==> src/rtl/gpt_pkg.sv <==
package gpt_pkg;

    typedef enum logic [1:0] {
        MODE_WAVE = 2'd0,
        MODE_CAPT = 2'd1,
        MODE_WDOG = 2'd2,
        MODE_RSVD = 2'd3
    } gpt_mode_e;

    typedef enum logic [2:0] {
        ST_IDLE       = 3'd0,
        ST_WAVE       = 3'd1,
        ST_CAP_ARM    = 3'd2,
        ST_CAP_RUN    = 3'd3,
        ST_WD_RUN     = 3'd4,
        ST_WD_EXPIRED = 3'd5
    } gpt_state_e;

    typedef enum logic [1:0] {
        CNT_HOLD = 2'd0,
        CNT_ZERO = 2'd1,
        CNT_ONE  = 2'd2,
        CNT_INC  = 2'd3
    } cnt_op_e;

    localparam int NUM_FLAGS  = 4;
    localparam int FLG_PERIOD = 0;
    localparam int FLG_CAPT   = 1;
    localparam int FLG_EXPIRE = 2;
    localparam int FLG_OVF    = 3;
    localparam logic [NUM_FLAGS-1:0] FLG_IRQ_MASK = 4'b0111;

endpackage

==> src/rtl/gpt_edge_sync.sv <==
module gpt_edge_sync #(
    parameter int STAGES = 2
) (
    input  logic clk,
    input  logic rst_n,
    input  logic pin_i,
    output logic rise_o,
    output logic fall_o
);

    logic [STAGES-1:0] chain_q;
    logic              last_q;

    generate
        if (STAGES > 1) begin : g_multi
            always_ff @(posedge clk or negedge rst_n) begin
                if (!rst_n) begin
                    chain_q <= '0;
                end else begin
                    chain_q <= {chain_q[STAGES-2:0], pin_i};
                end
            end
        end else begin : g_single
            always_ff @(posedge clk or negedge rst_n) begin
                if (!rst_n) begin
                    chain_q <= '0;
                end else begin
                    chain_q <= pin_i;
                end
            end
        end
    endgenerate

    always_ff @(posedge clk or negedge rst_n) begin
        if (!rst_n) begin
            last_q <= 1'b0;
        end else begin
            last_q <= chain_q[STAGES-1];
        end
    end

    assign rise_o = chain_q[STAGES-1] & ~last_q;
    assign fall_o = ~chain_q[STAGES-1] & last_q;

endmodule

==> src/rtl/gpt_count_path.sv <==
module gpt_count_path
    import gpt_pkg::*;
#(
    parameter int CNT_W = 32
) (
    input  logic             clk,
    input  logic             rst_n,
    input  cnt_op_e          cnt_op_i,
    input  logic             latch_pend_i,
    input  logic             commit_i,
    output logic [CNT_W-1:0] count_o,
    output logic             at_max_o,
    output logic [CNT_W-1:0] cap_width_o,
    output logic [CNT_W-1:0] cap_period_o
);

    localparam logic [CNT_W-1:0] CNT_ONE_V = {{(CNT_W-1){1'b0}}, 1'b1};

    logic [CNT_W-1:0] count_q;
    logic [CNT_W-1:0] pend_q;
    logic [CNT_W-1:0] cap_width_q;
    logic [CNT_W-1:0] cap_period_q;

    always_ff @(posedge clk or negedge rst_n) begin
        if (!rst_n) begin
            count_q <= '0;
        end else begin
            unique case (cnt_op_i)
                CNT_HOLD: count_q <= count_q;
                CNT_ZERO: count_q <= '0;
                CNT_ONE:  count_q <= CNT_ONE_V;
                CNT_INC:  count_q <= count_q + CNT_ONE_V;
                default:  count_q <= count_q;
            endcase
        end
    end

    always_ff @(posedge clk or negedge rst_n) begin
        if (!rst_n) begin
            pend_q       <= '0;
            cap_width_q  <= '0;
            cap_period_q <= '0;
        end else begin
            if (latch_pend_i) begin
                pend_q <= count_q;
            end
            if (commit_i) begin
                cap_width_q  <= pend_q;
                cap_period_q <= count_q;
            end
        end
    end

    assign count_o      = count_q;
    assign at_max_o     = &count_q;
    assign cap_width_o  = cap_width_q;
    assign cap_period_o = cap_period_q;

    // captured values move only on a commit
    p_cap_hold_r6: assert property (@(posedge clk) disable iff (!rst_n)
        !commit_i |=> ($stable(cap_width_q) && $stable(cap_period_q)));

    // a commit restarts the measurement at one
    p_restart_one_r5: assert property (@(posedge clk) disable iff (!rst_n)
        commit_i |=> (count_q == CNT_ONE_V));

endmodule

==> src/rtl/gpt_fsm.sv <==
module gpt_fsm
    import gpt_pkg::*;
#(
    parameter int CNT_W = 32
) (
    input  logic                 clk,
    input  logic                 rst_n,
    input  logic                 en_i,
    input  gpt_mode_e            mode_i,
    input  logic [CNT_W-1:0]     period_i,
    input  logic [CNT_W-1:0]     width_i,
    input  logic [CNT_W-1:0]     count_i,
    input  logic                 at_max_i,
    input  logic                 rise_i,
    input  logic                 fall_i,
    output cnt_op_e              cnt_op_o,
    output logic                 latch_pend_o,
    output logic                 commit_o,
    output logic [NUM_FLAGS-1:0] ev_o,
    output logic                 pin_o,
    output logic                 pin_oe_o
);

    localparam logic [CNT_W-1:0] CNT_ONE_V = {{(CNT_W-1){1'b0}}, 1'b1};

    gpt_state_e       state_q;
    gpt_state_e       state_d;
    logic [CNT_W-1:0] period_eff;
    logic             wave_wrap;
    logic             wd_limit;

    assign period_eff = (period_i == '0) ? CNT_ONE_V : period_i;
    assign wave_wrap  = (count_i >= period_eff);
    assign wd_limit   = (count_i >= period_i);

    always_ff @(posedge clk or negedge rst_n) begin
        if (!rst_n) begin
            state_q <= ST_IDLE;
        end else begin
            state_q <= state_d;
        end
    end

    always_comb begin
        state_d = state_q;
        if (!en_i) begin
            state_d = ST_IDLE;
        end else begin
            unique case (state_q)
                ST_IDLE: begin
                    unique case (mode_i)
                        MODE_WAVE: state_d = ST_WAVE;
                        MODE_CAPT: state_d = ST_CAP_ARM;
                        MODE_WDOG: state_d = ST_WD_RUN;
                        default:   state_d = ST_IDLE;
                    endcase
                end
                ST_WAVE:       state_d = ST_WAVE;
                ST_CAP_ARM:    if (rise_i) state_d = ST_CAP_RUN;
                ST_CAP_RUN:    if (!rise_i && at_max_i) state_d = ST_CAP_ARM;
                ST_WD_RUN:     if (!rise_i && wd_limit) state_d = ST_WD_EXPIRED;
                ST_WD_EXPIRED: if (rise_i) state_d = ST_WD_RUN;
                default:       state_d = ST_IDLE;
            endcase
        end
    end

    always_comb begin
        cnt_op_o     = CNT_HOLD;
        latch_pend_o = 1'b0;
        commit_o     = 1'b0;
        ev_o         = '0;
        pin_o        = 1'b0;
        pin_oe_o     = 1'b0;
        if (!en_i) begin
            cnt_op_o = CNT_ZERO;
        end else begin
            unique case (state_q)
                ST_IDLE: begin
                    cnt_op_o = (mode_i == MODE_WAVE) ? CNT_ONE : CNT_ZERO;
                end
                ST_WAVE: begin
                    pin_oe_o = 1'b1;
                    pin_o    = (count_i <= width_i);
                    if (wave_wrap) begin
                        cnt_op_o         = CNT_ONE;
                        ev_o[FLG_PERIOD] = 1'b1;
                    end else begin
                        cnt_op_o = CNT_INC;
                    end
                end
                ST_CAP_ARM: begin
                    cnt_op_o = rise_i ? CNT_ONE : CNT_ZERO;
                end
                ST_CAP_RUN: begin
                    latch_pend_o = fall_i;
                    if (rise_i) begin
                        cnt_op_o       = CNT_ONE;
                        commit_o       = 1'b1;
                        ev_o[FLG_CAPT] = 1'b1;
                    end else if (at_max_i) begin
                        cnt_op_o      = CNT_ZERO;
                        ev_o[FLG_OVF] = 1'b1;
                    end else begin
                        cnt_op_o = CNT_INC;
                    end
                end
                ST_WD_RUN: begin
                    if (rise_i) begin
                        cnt_op_o = CNT_ZERO;
                    end else if (wd_limit) begin
                        cnt_op_o         = CNT_HOLD;
                        ev_o[FLG_EXPIRE] = 1'b1;
                    end else begin
                        cnt_op_o = CNT_INC;
                    end
                end
                ST_WD_EXPIRED: begin
                    cnt_op_o = rise_i ? CNT_ZERO : CNT_HOLD;
                end
                default: cnt_op_o = CNT_ZERO;
            endcase
        end
    end

    // dropping the enable forces idle on the next edge
    p_disable_idle_r1: assert property (@(posedge clk) disable iff (!rst_n)
        !en_i |=> (state_q == ST_IDLE));

    // waveform counting never sits at zero
    p_wave_range_r2: assert property (@(posedge clk) disable iff (!rst_n)
        (state_q == ST_WAVE) |-> (count_i != '0));

    // an expired watchdog holds its count until an edge
    p_wd_freeze_r7: assert property (@(posedge clk) disable iff (!rst_n)
        (state_q == ST_WD_EXPIRED && !rise_i && en_i) |=> $stable(count_i));

endmodule

==> src/rtl/gpt_status.sv <==
module gpt_status
    import gpt_pkg::*;
(
    input  logic                 clk,
    input  logic                 rst_n,
    input  logic [NUM_FLAGS-1:0] ev_i,
    input  logic [NUM_FLAGS-1:0] clr_i,
    output logic [NUM_FLAGS-1:0] flags_o,
    output logic                 irq_o
);

    logic [NUM_FLAGS-1:0] flags_q;

    always_ff @(posedge clk or negedge rst_n) begin
        if (!rst_n) begin
            flags_q <= '0;
        end else begin
            flags_q <= (flags_q & ~clr_i) | ev_i;
        end
    end

    assign flags_o = flags_q;
    assign irq_o   = |(flags_q & FLG_IRQ_MASK);

    generate
        for (genvar g = 0; g < NUM_FLAGS; g++) begin : g_flag_chk
            // an event always lands, even against a clear
            p_flag_set_r8: assert property (@(posedge clk) disable iff (!rst_n)
                ev_i[g] |=> flags_q[g]);
            // a clear without an event empties the flag
            p_flag_clr_r8: assert property (@(posedge clk) disable iff (!rst_n)
                (clr_i[g] && !ev_i[g]) |=> !flags_q[g]);
        end
    endgenerate

endmodule

==> src/rtl/gpt_timer.sv <==
module gpt_timer
    import gpt_pkg::*;
#(
    parameter int CNT_W       = 32,
    parameter int SYNC_STAGES = 2
) (
    input  logic                 clk,
    input  logic                 rst_n,
    input  logic                 cfg_en,
    input  logic [1:0]           cfg_mode,
    input  logic [CNT_W-1:0]     cfg_period,
    input  logic [CNT_W-1:0]     cfg_width,
    input  logic [NUM_FLAGS-1:0] sts_clr,
    input  logic                 pin_i,
    output logic                 pin_o,
    output logic                 pin_oe,
    output logic [CNT_W-1:0]     count_o,
    output logic [CNT_W-1:0]     cap_width_o,
    output logic [CNT_W-1:0]     cap_period_o,
    output logic [NUM_FLAGS-1:0] sts_flags_o,
    output logic                 irq
);

    logic                 rise;
    logic                 fall;
    cnt_op_e              cnt_op;
    logic                 latch_pend;
    logic                 commit;
    logic                 at_max;
    logic [NUM_FLAGS-1:0] ev;

    gpt_edge_sync #(.STAGES(SYNC_STAGES)) u_sync (
        .clk    (clk),
        .rst_n  (rst_n),
        .pin_i  (pin_i),
        .rise_o (rise),
        .fall_o (fall)
    );

    gpt_fsm #(.CNT_W(CNT_W)) u_fsm (
        .clk          (clk),
        .rst_n        (rst_n),
        .en_i         (cfg_en),
        .mode_i       (gpt_mode_e'(cfg_mode)),
        .period_i     (cfg_period),
        .width_i      (cfg_width),
        .count_i      (count_o),
        .at_max_i     (at_max),
        .rise_i       (rise),
        .fall_i       (fall),
        .cnt_op_o     (cnt_op),
        .latch_pend_o (latch_pend),
        .commit_o     (commit),
        .ev_o         (ev),
        .pin_o        (pin_o),
        .pin_oe_o     (pin_oe)
    );

    gpt_count_path #(.CNT_W(CNT_W)) u_count (
        .clk          (clk),
        .rst_n        (rst_n),
        .cnt_op_i     (cnt_op),
        .latch_pend_i (latch_pend),
        .commit_i     (commit),
        .count_o      (count_o),
        .at_max_o     (at_max),
        .cap_width_o  (cap_width_o),
        .cap_period_o (cap_period_o)
    );

    gpt_status u_status (
        .clk     (clk),
        .rst_n   (rst_n),
        .ev_i    (ev),
        .clr_i   (sts_clr),
        .flags_o (sts_flags_o),
        .irq_o   (irq)
    );

    // the pin only starts driving after waveform mode was enabled
    p_oe_wave_only_r9: assert property (@(posedge clk) disable iff (!rst_n)
        $rose(pin_oe) |-> ($past(cfg_en) && ($past(cfg_mode) == MODE_WAVE)));

endmodule

==> config.mk <==
export PLATFORM = sky130hd
export DESIGN_NAME = gpt_timer
export DESIGN_NICKNAME = d
export VERILOG_FILES = /design/src/rtl/gpt_pkg.sv /design/src/rtl/gpt_edge_sync.sv /design/src/rtl/gpt_count_path.sv /design/src/rtl/gpt_fsm.sv /design/src/rtl/gpt_status.sv /design/src/rtl/gpt_timer.sv
export SDC_FILE = /design/constraint.sdc
export NUM_CORES = 1
export LEC_CHECK = 0
export BUFFER_PORTS_ARGS = -buffer_cell sky130_fd_sc_hd__buf_2
export CAP_MARGIN = 20
export CORE_AREA = 2 2 126 128
export CTS_CLUSTER_SIZE = 20
export DETAILED_ROUTE_END_ITERATION = 8
export DIE_AREA = 0 0 128 130
export HOLD_SLACK_MARGIN = 0.02
export PLACE_DENSITY_LB_ADDON = 0.3
export RECOVER_POWER = 25
export SYNTH_ARGS = -nofsm -noshare
export SYNTH_HDL_FRONTEND = slang
export SYNTH_SLANG_ARGS = --single-unit
==> constraint.sdc <==
create_clock -name clk -period 7.2 [get_ports clk]
set_input_delay 0.72 -clock clk [delete_from_list [all_inputs] [get_ports clk]]
set_output_delay 0.72 -clock clk [all_outputs]
set_load 0.005 [all_outputs]
==> Word level (Yosys, flattened, before mapping) <==
Index checks and enable logic that the tools add are counted.
{ "classes": {"addsub": 1, "n_mul": 0, "div_mod_pow": 0, "n_lt_le_gt_ge": 3, "eq_ne": 14, "shift": 0, "muxes": 37, "bitwise": 7, "reduce_logical": 10} }
{ "op_table": {"columns": ["operator", "n"], "rows": [
  ["$pmux 32 s3", 1],
  ["$ge 32x32->1", 2],
  ["$add 32x1->32 const B", 1],
  ["$le 32x32->1", 1],
  ["$logic_not 32->1", 1],
  ["$mux 32", 1],
  ["$reduce_and 32->1", 1],
  ["$mux 1", 19],
  ["$pmux 3 s6", 1],
  ["$mux 3", 5],
  ["$mux 2", 7],
  ["$ne 3x2->1 const B", 4],
  ["$pmux 2 s6", 1],
  ["$pmux 3 s3", 1],
  ["$eq 2x2->1 const B", 3],
  ["$eq 3x2->1 const B", 2],
  ["$eq 3x3->1 const B", 2],
  ["$and 4x4->4", 1],
  ["$eq 2x1->1 const B", 2],
  ["$logic_not 2->1", 2],
  ["$mux 4", 1],
  ["$not 4->4", 1],
  ["$or 4x4->4", 1],
  ["$reduce_and 4->1", 1],
  ["other kinds (7)", 10]
]} }
{ "totals": {"register_bits": 138, "latch_bits": 0, "ramBits": 0, "rom_bits": 0, "inputBits": 74, "out_inout_bits": 103, "wordCells": 80, "mem_count": 0} }

==> Depth between registers and ports, before layout <==
Gate-level depths: netlist (run 1).
{ "logic_depth": {"ltp_word": 8, "depth_mapped": 15, "ltp_nobuf": 13} }

==> Modules after synthesis <==
Synthesis (run 1) repeated with hierarchy kept, for this count alone.
{ "hier_totals": {"hier_cells": 840, "hier_area_um2": 8475.6} }
{ "modules_own_cells": {"columns": ["mod", "instances", "cells_per_inst", "area_per_inst_um2", "seq_area_each_um2"], "rows": [
  ["gpt_count_path", 1, 422, 5421.4, 3203.1],
  ["gpt_fsm", 1, 400, 2811.4, 75.1],
  ["gpt_status", 1, 13, 152.6, 100.1],
  ["gpt_edge_sync", 1, 5, 90.1, 75.1]
]} }

==> Worst setup path before layout (run 1) <==
Ideal clock, no wire load.
{ "synth_timing": {"kind": "input to register", "from": "input port cfg_period[26]", "to": "register u_count.count_q[4], in the netlist u_count.count_o[4]", "setup_time_ps": 82, "t_arrival_ps": 3183, "required_ps": 7118, "path_slack_ps": 3935, "cell_stages": 14, "path_buffers": 1, "path_cell_list": "nor4_1 > nand4_1 > o21bai_1 > ha_1 > nor2b_1 > o21ai_0 > a21oi_1 > o211ai_1 > o311a_1 > o41a_1 > nor4b_4 > buf_2 > a41oi_1 > a31oi_1"} }
{ "synth_between": {"elab_chain_len": 8, "elab_cells_between_ends": 14, "classes_between": "order compare: 2; eq/ne: 3; mux: 7; reduce/logical: 2"} }
{ "synth_lines": {"columns": ["item", "line", "rtl"], "rows": [
  ["start: declaration", "gpt_timer.sv:11", "input logic [CNT_W-1:0] cfg_period,"],
  ["$logic_not 32->1", "gpt_fsm.sv:32", "assign period_eff = (period_i == '0) ? CNT_ONE_V : period_i;"],
  ["$mux 32", "gpt_fsm.sv:32", null],
  ["$ge 32x32->1", "gpt_fsm.sv:33", "assign wave_wrap = (count_i >= period_eff);"],
  ["$mux 1", "gpt_fsm.sv:85", "if (wave_wrap) begin"],
  ["$pmux 2 s6 (*)", "gpt_fsm.sv:78", "unique case (state_q)"],
  ["$mux 2 (*)", "gpt_fsm.sv:75", "if (!en_i) begin"],
  ["$eq 2x2->1 or $eq 2x1->1 (tied branches)", "gpt_count_path.sv:28", "unique case (cnt_op_i)"],
  ["$pmux 32 s3", "gpt_count_path.sv:28", null],
  ["end signal: assignment", "gpt_count_path.sv:29", "CNT_HOLD: count_q <= count_q;"],
  ["end signal: assignment", "gpt_count_path.sv:32", "CNT_INC: count_q <= count_q + CNT_ONE_V;"],
  ["end signal: assignment", "gpt_count_path.sv:33", "default: count_q <= count_q;"],
  ["end: declaration", "gpt_count_path.sv:19", "logic [CNT_W-1:0] count_q;"]
]} }
Every way passes the cells marked *; elsewhere a longest branch is shown, timed or not.
A chain may end at the register's enable or synchronous reset.

==> results.py, run 1 <==
metrics = {
    "run_status": {
        "violations": "capacitance limit, slew limit",
        "status": "complete, but fails checks",
    },
    "clocking": {
        "cts_max_level": 4,
        "insertion_delay_ps": 410,
        "cts_tree": "yes",
        "cts_setup_buffers": 0,
        "clkSinkCount": 138,
        "postCtsHoldBufs": 0,
        "clockBufferDepth": 2,
        "cts_root_buf": "clkbuf_16",
        "cts_resized": 0,
        "clk_pin_slew_ps": 60,
        "tritoncts.num_buffers": 17,
    },
    "critical_path": {
        "critPathArrivalTime_ps": 4130,
        "required_ps": 6570,
        "cp_max_fo": 91,
        "path_cells": "clkbuf_1",
        "critical-path-top-delay-family": "buffers and inverters",
        "start_kind": "primary input",
        "cpPeakStageDelay_ps": 3330,
        "cp_slowest_cell": "clkbuf_1",
        "endpoint_kind": "asynchronous set/reset pin",
        "path_buf_inv": 1,
        "critical_path_class": "primary input to asynchronous set/reset pin",
    },
    "cells_and_area": {
        "postLayoutCoreUtil": 0.647,
        "syn_to_final_growth_pct": 20.0,
        "final_cell_mix": "buf_2, dfrtp_1, inv_1, ha_1, mux2_2",
        "drive_gt1_frac": 0.316,
        "multi_input_area_mm2": 0.00434,
        "postLayoutCellArea_mm2": 0.00998,
        "nets": 1165,
        "antenna_cells": 0,
        "seq_area_mm2": 0.00345,
        "final_common_cell": "buf_2",
        "fin_cells": 1199,
        "fillers": 1245,
    },
    "synthesis": {
        "synth-edff-count": 0,
        "ys_ff_latch": 138,
        "ys_warn_count": 0,
        "synth_cell_types": 58,
        "yosysSeqAreaShare": 0.415,
        "synthCells": 819,
        "yosysTopAreaCell": "dfrtp_1",
        "yosysTopAreaCellShare": 0.415,
        "syn_area_mm2": 0.00832,
        "async_flop_share": 1.00,
        "syn_area_per_cell_um2": 10.2,
        "dominantRegCellSynth": "dfrtp_1",
        "synth_nets": 990,
        "ys_top_cells_by_area": "dfrtp_1, ha_1, mux2_2",
    },
    "route": {
        "via_per_inst": 5.73,
        "first_pass_iters": 6,
        "vias": 6875,
        "post-route-drc-count": 0,
        "routed_wirelength_um": 21100,
        "ant_nets": 0,
        "detail_route.wl_per_cell_um": 17.6,
        "drt-initial-drc-count": 386,
    },
    "grt": {
        "antenna_found_initial": 0,
        "grt_use_total": 0.260,
        "grt_start_max_net_pins": 92,
        "grt_pass1_wl_um": 34000,
        "grt_pass1_vias": 6806,
        "overflow": 0,
    },
    "sta": {
        "clock.fmax_ghz": 0.210,
        "worst_slew_pin_slew_ps": 4860,
        "hold_viol": 0,
        "finalSetupViolCount": 0,
        "setup_ws_ps": 2440,
        "report.final.slew_viol_count": 92,
        "post-route-period-util": 0.662,
        "slew_headroom": -2.24,
        "tns_ps": 0,
        "finalClockSkew_ps": 4.85,
        "rsz0062_at_grt": "no",
        "fin_crit_ps": 4760,
        "whs_ps": 351,
    },
    "pwr": {
        "finalPower_mw": 1.86,
        "peakVddDrop_v": 0.000142,
        "power.leakage_nw": 5.67,
        "p_per_area_mw_per_mm2": 186,
    },
    "placed_design": {
        "io_buffers": 176,
        "placed_cells": 1167,
        "place_ws_ps": 2560,
        "hpwl_um": 15000,
        "place_area_mm2": 0.00938,
        "gp_congestion": 0.865,
    },
    "floorplanning": {
        "die_y_um": 130,
        "ios": 177,
        "start_util": 0.539,
        "die_area_mm2": 0.0166,
        "rows": 46,
        "design.core.area_mm2": 0.0154,
        "die_x_um": 128,
    },
    "run": {
        "timing.max_cap.violations": 1,
    },
    "worst_hold_path": {
        "min_path_type": "flop to flop",
    },
}
[state kept, by name, summed over array words and instances, names as in the netlist]
signal / count
u_count.cap_period_o: 32
u_count.cap_width_o: 32
u_count.count_o: 32
u_count.pend_q: 32
u_status.flags_o: 4
u_fsm.state_q: 3
u_sync.chain_q: 2
u_sync.last_q: 1
[worst paths after layout]
path,slack [ps],cells after the start,end,from
setup / recovery,2440,1,u_count.cap_period_o[11]$_DFFE_PN0P_,rst_n
hold / removal,350,0,u_sync.chain_q[1]$_DFF_PN0_,u_sync.chain_q[0]$_DFF_PN0_
setup reg to reg,2860,11,u_count.count_o[5]$_DFFE_PN0P_,u_count.count_o[17]$_DFFE_PN0P_
hold reg to reg,350,0,u_sync.chain_q[1]$_DFF_PN0_,u_sync.chain_q[0]$_DFF_PN0_
max in group clk,2860,11,u_count.count_o[5]$_DFFE_PN0P_,u_count.count_o[17]$_DFFE_PN0P_
min in group asynchronous,2060,1,u_count.count_o[29]$_DFFE_PN0P_,rst_n
[power breakdown]
| part | switching (mW) | leakage (nW) | internal [mW] | total (mW) |
|---|---|---|---|---|
| sequential | 0.0142 | 1.92 | 0.782 | 0.796 |
| combinational | 0.101 | 3.46 | 0.0662 | 0.168 |
| clock | 0.358 | 0.291 | 0.539 | 0.897 |
| total | 0.474 | 5.67 | 1.39 | 1.86 |
[cells in the mapped netlist, types with 2 or more instances]
cell type,number
a211o_1,3
a211oi_1,5
a21o_1,14
a21oi_1,48
a221oi_1,2
a22o_1,9
a31oi_1,21
a41oi_1,4
and2_1,2
and3_1,7
and4_1,2
buf_2,3
buf_6,3
clkbuf_1,18
dfrtp_1,138
ha_1,97
inv_1,109
mux2_2,96
nand2_1,42
nand2b_1,8
nand3_1,34
nand4_1,22
nor2_1,36
nor2b_1,10
nor3_1,8
nor4_1,13
o2111ai_1,2
o211ai_1,2
o21ai_0,20
o21ai_1,6
o21bai_1,2
o22ai_1,3
o31ai_1,3
or3_1,3
[area by class of cell]
type / instances / area share
inverters: 109 / 0.0410
clock inverters: 13 / 0.0158
flip-flops and latches: 138 / 0.346
well taps: 192 / 0.0241
clock buffers: 19 / 0.0454
repair buffers: 182 / 0.0930
multi-input cells: 546 / 0.435
[cells by family after synthesis]
| kind of cell | count (synthesis) | share of synthesized area |
|---|---|---|
| adder cells (fa/ha/maj) | 97 | 0.146 |
| buffers and inverters | 135 | 0.0645 |
| XOR/XNOR | 1 | 0.00105 |
| AND/OR/NAND/NOR | 194 | 0.120 |
| multiplexers | 97 | 0.131 |
| flip-flops | 138 | 0.415 |
| AO/OA/AOI/OAI | 157 | 0.123 |
[per-layer routing]
| layer | vias up | GRT usage | part of all wire | routed length [um] |
|---|---|---|---|---|
| li1 | 3303 | - | - | - |
| met1 | 3349 | 0.331 | 0.44 | 9300 |
| met2 | 201 | 0.459 | 0.50 | 10500 |
| met3 | 22 | 0.0467 | 0.046 | 965 |
| met4 | 0 | 0.0705 | 0.016 | 327 |
| met5 | - | 0 | 0 | 0 |
No activity file was read; power rests on OpenSTA's default activity.
==> inputs of run 2 (changes only) <==
- CORE_AREA: 2 2 126 128 -> 2 2 132 134
- DIE_AREA: 0 0 128 130 -> 0 0 134 136
- clock period: 7.2 -> 4.3 ns (I/O delays scaled with it)
==> results.py, run 2 (synthesis gave the netlist of run 1 again) <==
metrics = {
    "run_status": {
        "status": "finished, final reports clean",
    },
    "cells_and_area": {
        "fillers": 1456,
        "final_common_cell": "buf_2",
        "drive_gt1_frac": 0.323,
        "postLayoutCoreUtil": 0.599,
        "postLayoutCellArea_mm2": 0.0101,
        "syn_to_final_growth_pct": 21.4,
        "fin_cells": 1246,
        "final_cell_mix": "buf_2, dfrtp_1, inv_1, ha_1, mux2_2",
        "nets": 1179,
        "antenna_cells": 0,
    },
    "clocking": {
        "clockBufferDepth": 2,
        "cts_max_level": 4,
        "cts_root_buf": "clkbuf_16",
        "cts_resized": 0,
        "cts_tree": "yes",
        "tritoncts.num_buffers": 17,
        "insertion_delay_ps": 420,
        "clkSinkCount": 138,
        "clk_pin_slew_ps": 60,
    },
    "critical_path": {
        "start_kind": "flop",
        "cpPeakStageDelay_ps": 500,
        "required_ps": 3870,
        "critPathArrivalTime_ps": 3170,
        "cpMostUsedCell": "a21oi_1",
        "cp_max_fo": 9,
        "critical_path_class": "flop to primary output",
        "path_cells": "buf_4 > ha_1 > nand4_1 > nor4_1 > inv_1 > nor3_1 > a21oi_1 > o2111ai_1 > a21oi_1 > buf_2",
        "cp_slowest_cell": "dfrtp_1",
        "endpoint_kind": "primary output",
    },
    "floorplanning": {
        "start_util": 0.493,
        "rows": 48,
        "design.core.area_mm2": 0.0169,
        "die_area_mm2": 0.0182,
        "ios": 177,
        "die_x_um": 134,
        "die_y_um": 136,
    },
    "sta": {
        "worst_slew_pin_slew_ps": 786,
        "report.final.slew_viol_count": 0,
        "tns_ps": 0,
        "fin_crit_ps": 3600,
        "finalSetupViolCount": 0,
        "rsz0062_at_grt": "no",
        "hold_viol": 0,
        "setup_ws_ps": 698,
        "post-route-period-util": 0.838,
        "finalClockSkew_ps": 7.32,
        "slew_headroom": 0.475,
        "whs_ps": 126,
        "clock.fmax_ghz": 0.278,
    },
    "route": {
        "first_pass_iters": 5,
        "routed_wirelength_um": 21300,
        "post-route-drc-count": 0,
        "drt-initial-drc-count": 339,
        "detail_route.wl_per_cell_um": 17.1,
        "ant_nets": 0,
        "vias": 6887,
        "via_per_inst": 5.53,
    },
    "grt": {
        "grt_pass1_vias": 6821,
        "grt_pass1_wl_um": 34500,
        "grt_use_total": 0.243,
        "overflow": 0,
        "grt_start_max_net_pins": 105,
        "antenna_found_initial": 0,
    },
    "placed_design": {
        "gp_congestion": 0.871,
        "place_ws_ps": 505,
        "placed_cells": 1212,
        "hpwl_um": 15600,
        "io_buffers": 176,
        "place_area_mm2": 0.00952,
    },
    "pwr": {
        "power.leakage_nw": 5.74,
        "finalPower_mw": 3.00,
        "p_per_area_mw_per_mm2": 297,
        "peakVddDrop_v": 0.000265,
    },
    "run": {
        "timing.max_cap.violations": 0,
    },
    "worst_hold_path": {
        "min_path_type": "primary input to flop",
    },
}
run 2: cell types whose count changed in the layout (fill, tap and decap cells not counted), sizes merged:
cell,before,now
inv,115,112
clkbuf,20,19
clkinvlp,3,2
dlygate4sd3,0,1
bufinv,2,1
buf,181,194
clkinv,2,8
run 2: per-layer routing:
metal,GRT usage,vias up,wire length (um)
li1,-,3323,-
met1,0.310,3340,9520
met2,0.413,187,10300
met3,0.0444,37,941
met4,0.0881,0,528
met5,0,-,0
run 2: layout make-up:
cell class              count  area (um^2)  area share
flip-flops and latches    138         3450       0.342
multi-input cells         546         4340       0.430
clock buffers              18          429      0.0425
well taps                 225          282      0.0279
repair buffers            196         1060       0.105
inverters                 109          409      0.0405
clock inverters            14          123      0.0121
run 2: power by group:
group | internal (mW) | switching, mW | total, mW | leakage, nW
clock | 0.797 | 0.583 | 1.38 | 0.271
sequential | 1.31 | 0.0182 | 1.33 | 1.92
combinational | 0.118 | 0.178 | 0.296 | 3.55
run 2: what timing repair did:
item	CTS	global route
endpoints found under the setup margin	0	0
endpoints found under the hold margin	0	11
buffers inserted	0	0
hold buffers	0	1
run 2: critical path, delay by kind of cell (launching register included):
kind	cells	cell delay, ps
adders and majority gates	1	290
buffers and inverters	3	460
and+or+nand+nor	3	910
AOI/OAI and AO/OA	3	620
DFF	1	500
run 2: worst paths after layout:
| path | from | endpoint | slack (ps) | cells past startpoint |
|---|---|---|---|---|
| max in group asynchronous | rst_n | u_count.pend_q[28]$_DFFE_PN0P_ | 2310 | 4 |
| worst max-delay path | u_count.count_o[25]$_DFFE_PN0P_ | pin_o | 700 | 10 |
| min in group asynchronous | rst_n | u_count.cap_period_o[31]$_DFFE_PN0P_ | 600 | 2 |
| worst min-delay path | pin_i | u_sync.chain_q[0]$_DFF_PN0_ | 130 | 1 |
| worst max register to register | u_count.count_o[6]$_DFFE_PN0P_ | u_count.count_o[24]$_DFFE_PN0P_ | 750 | 11 |
| worst min register to register | u_sync.chain_q[0]$_DFF_PN0_ | u_sync.chain_q[1]$_DFF_PN0_ | 360 | 0 |
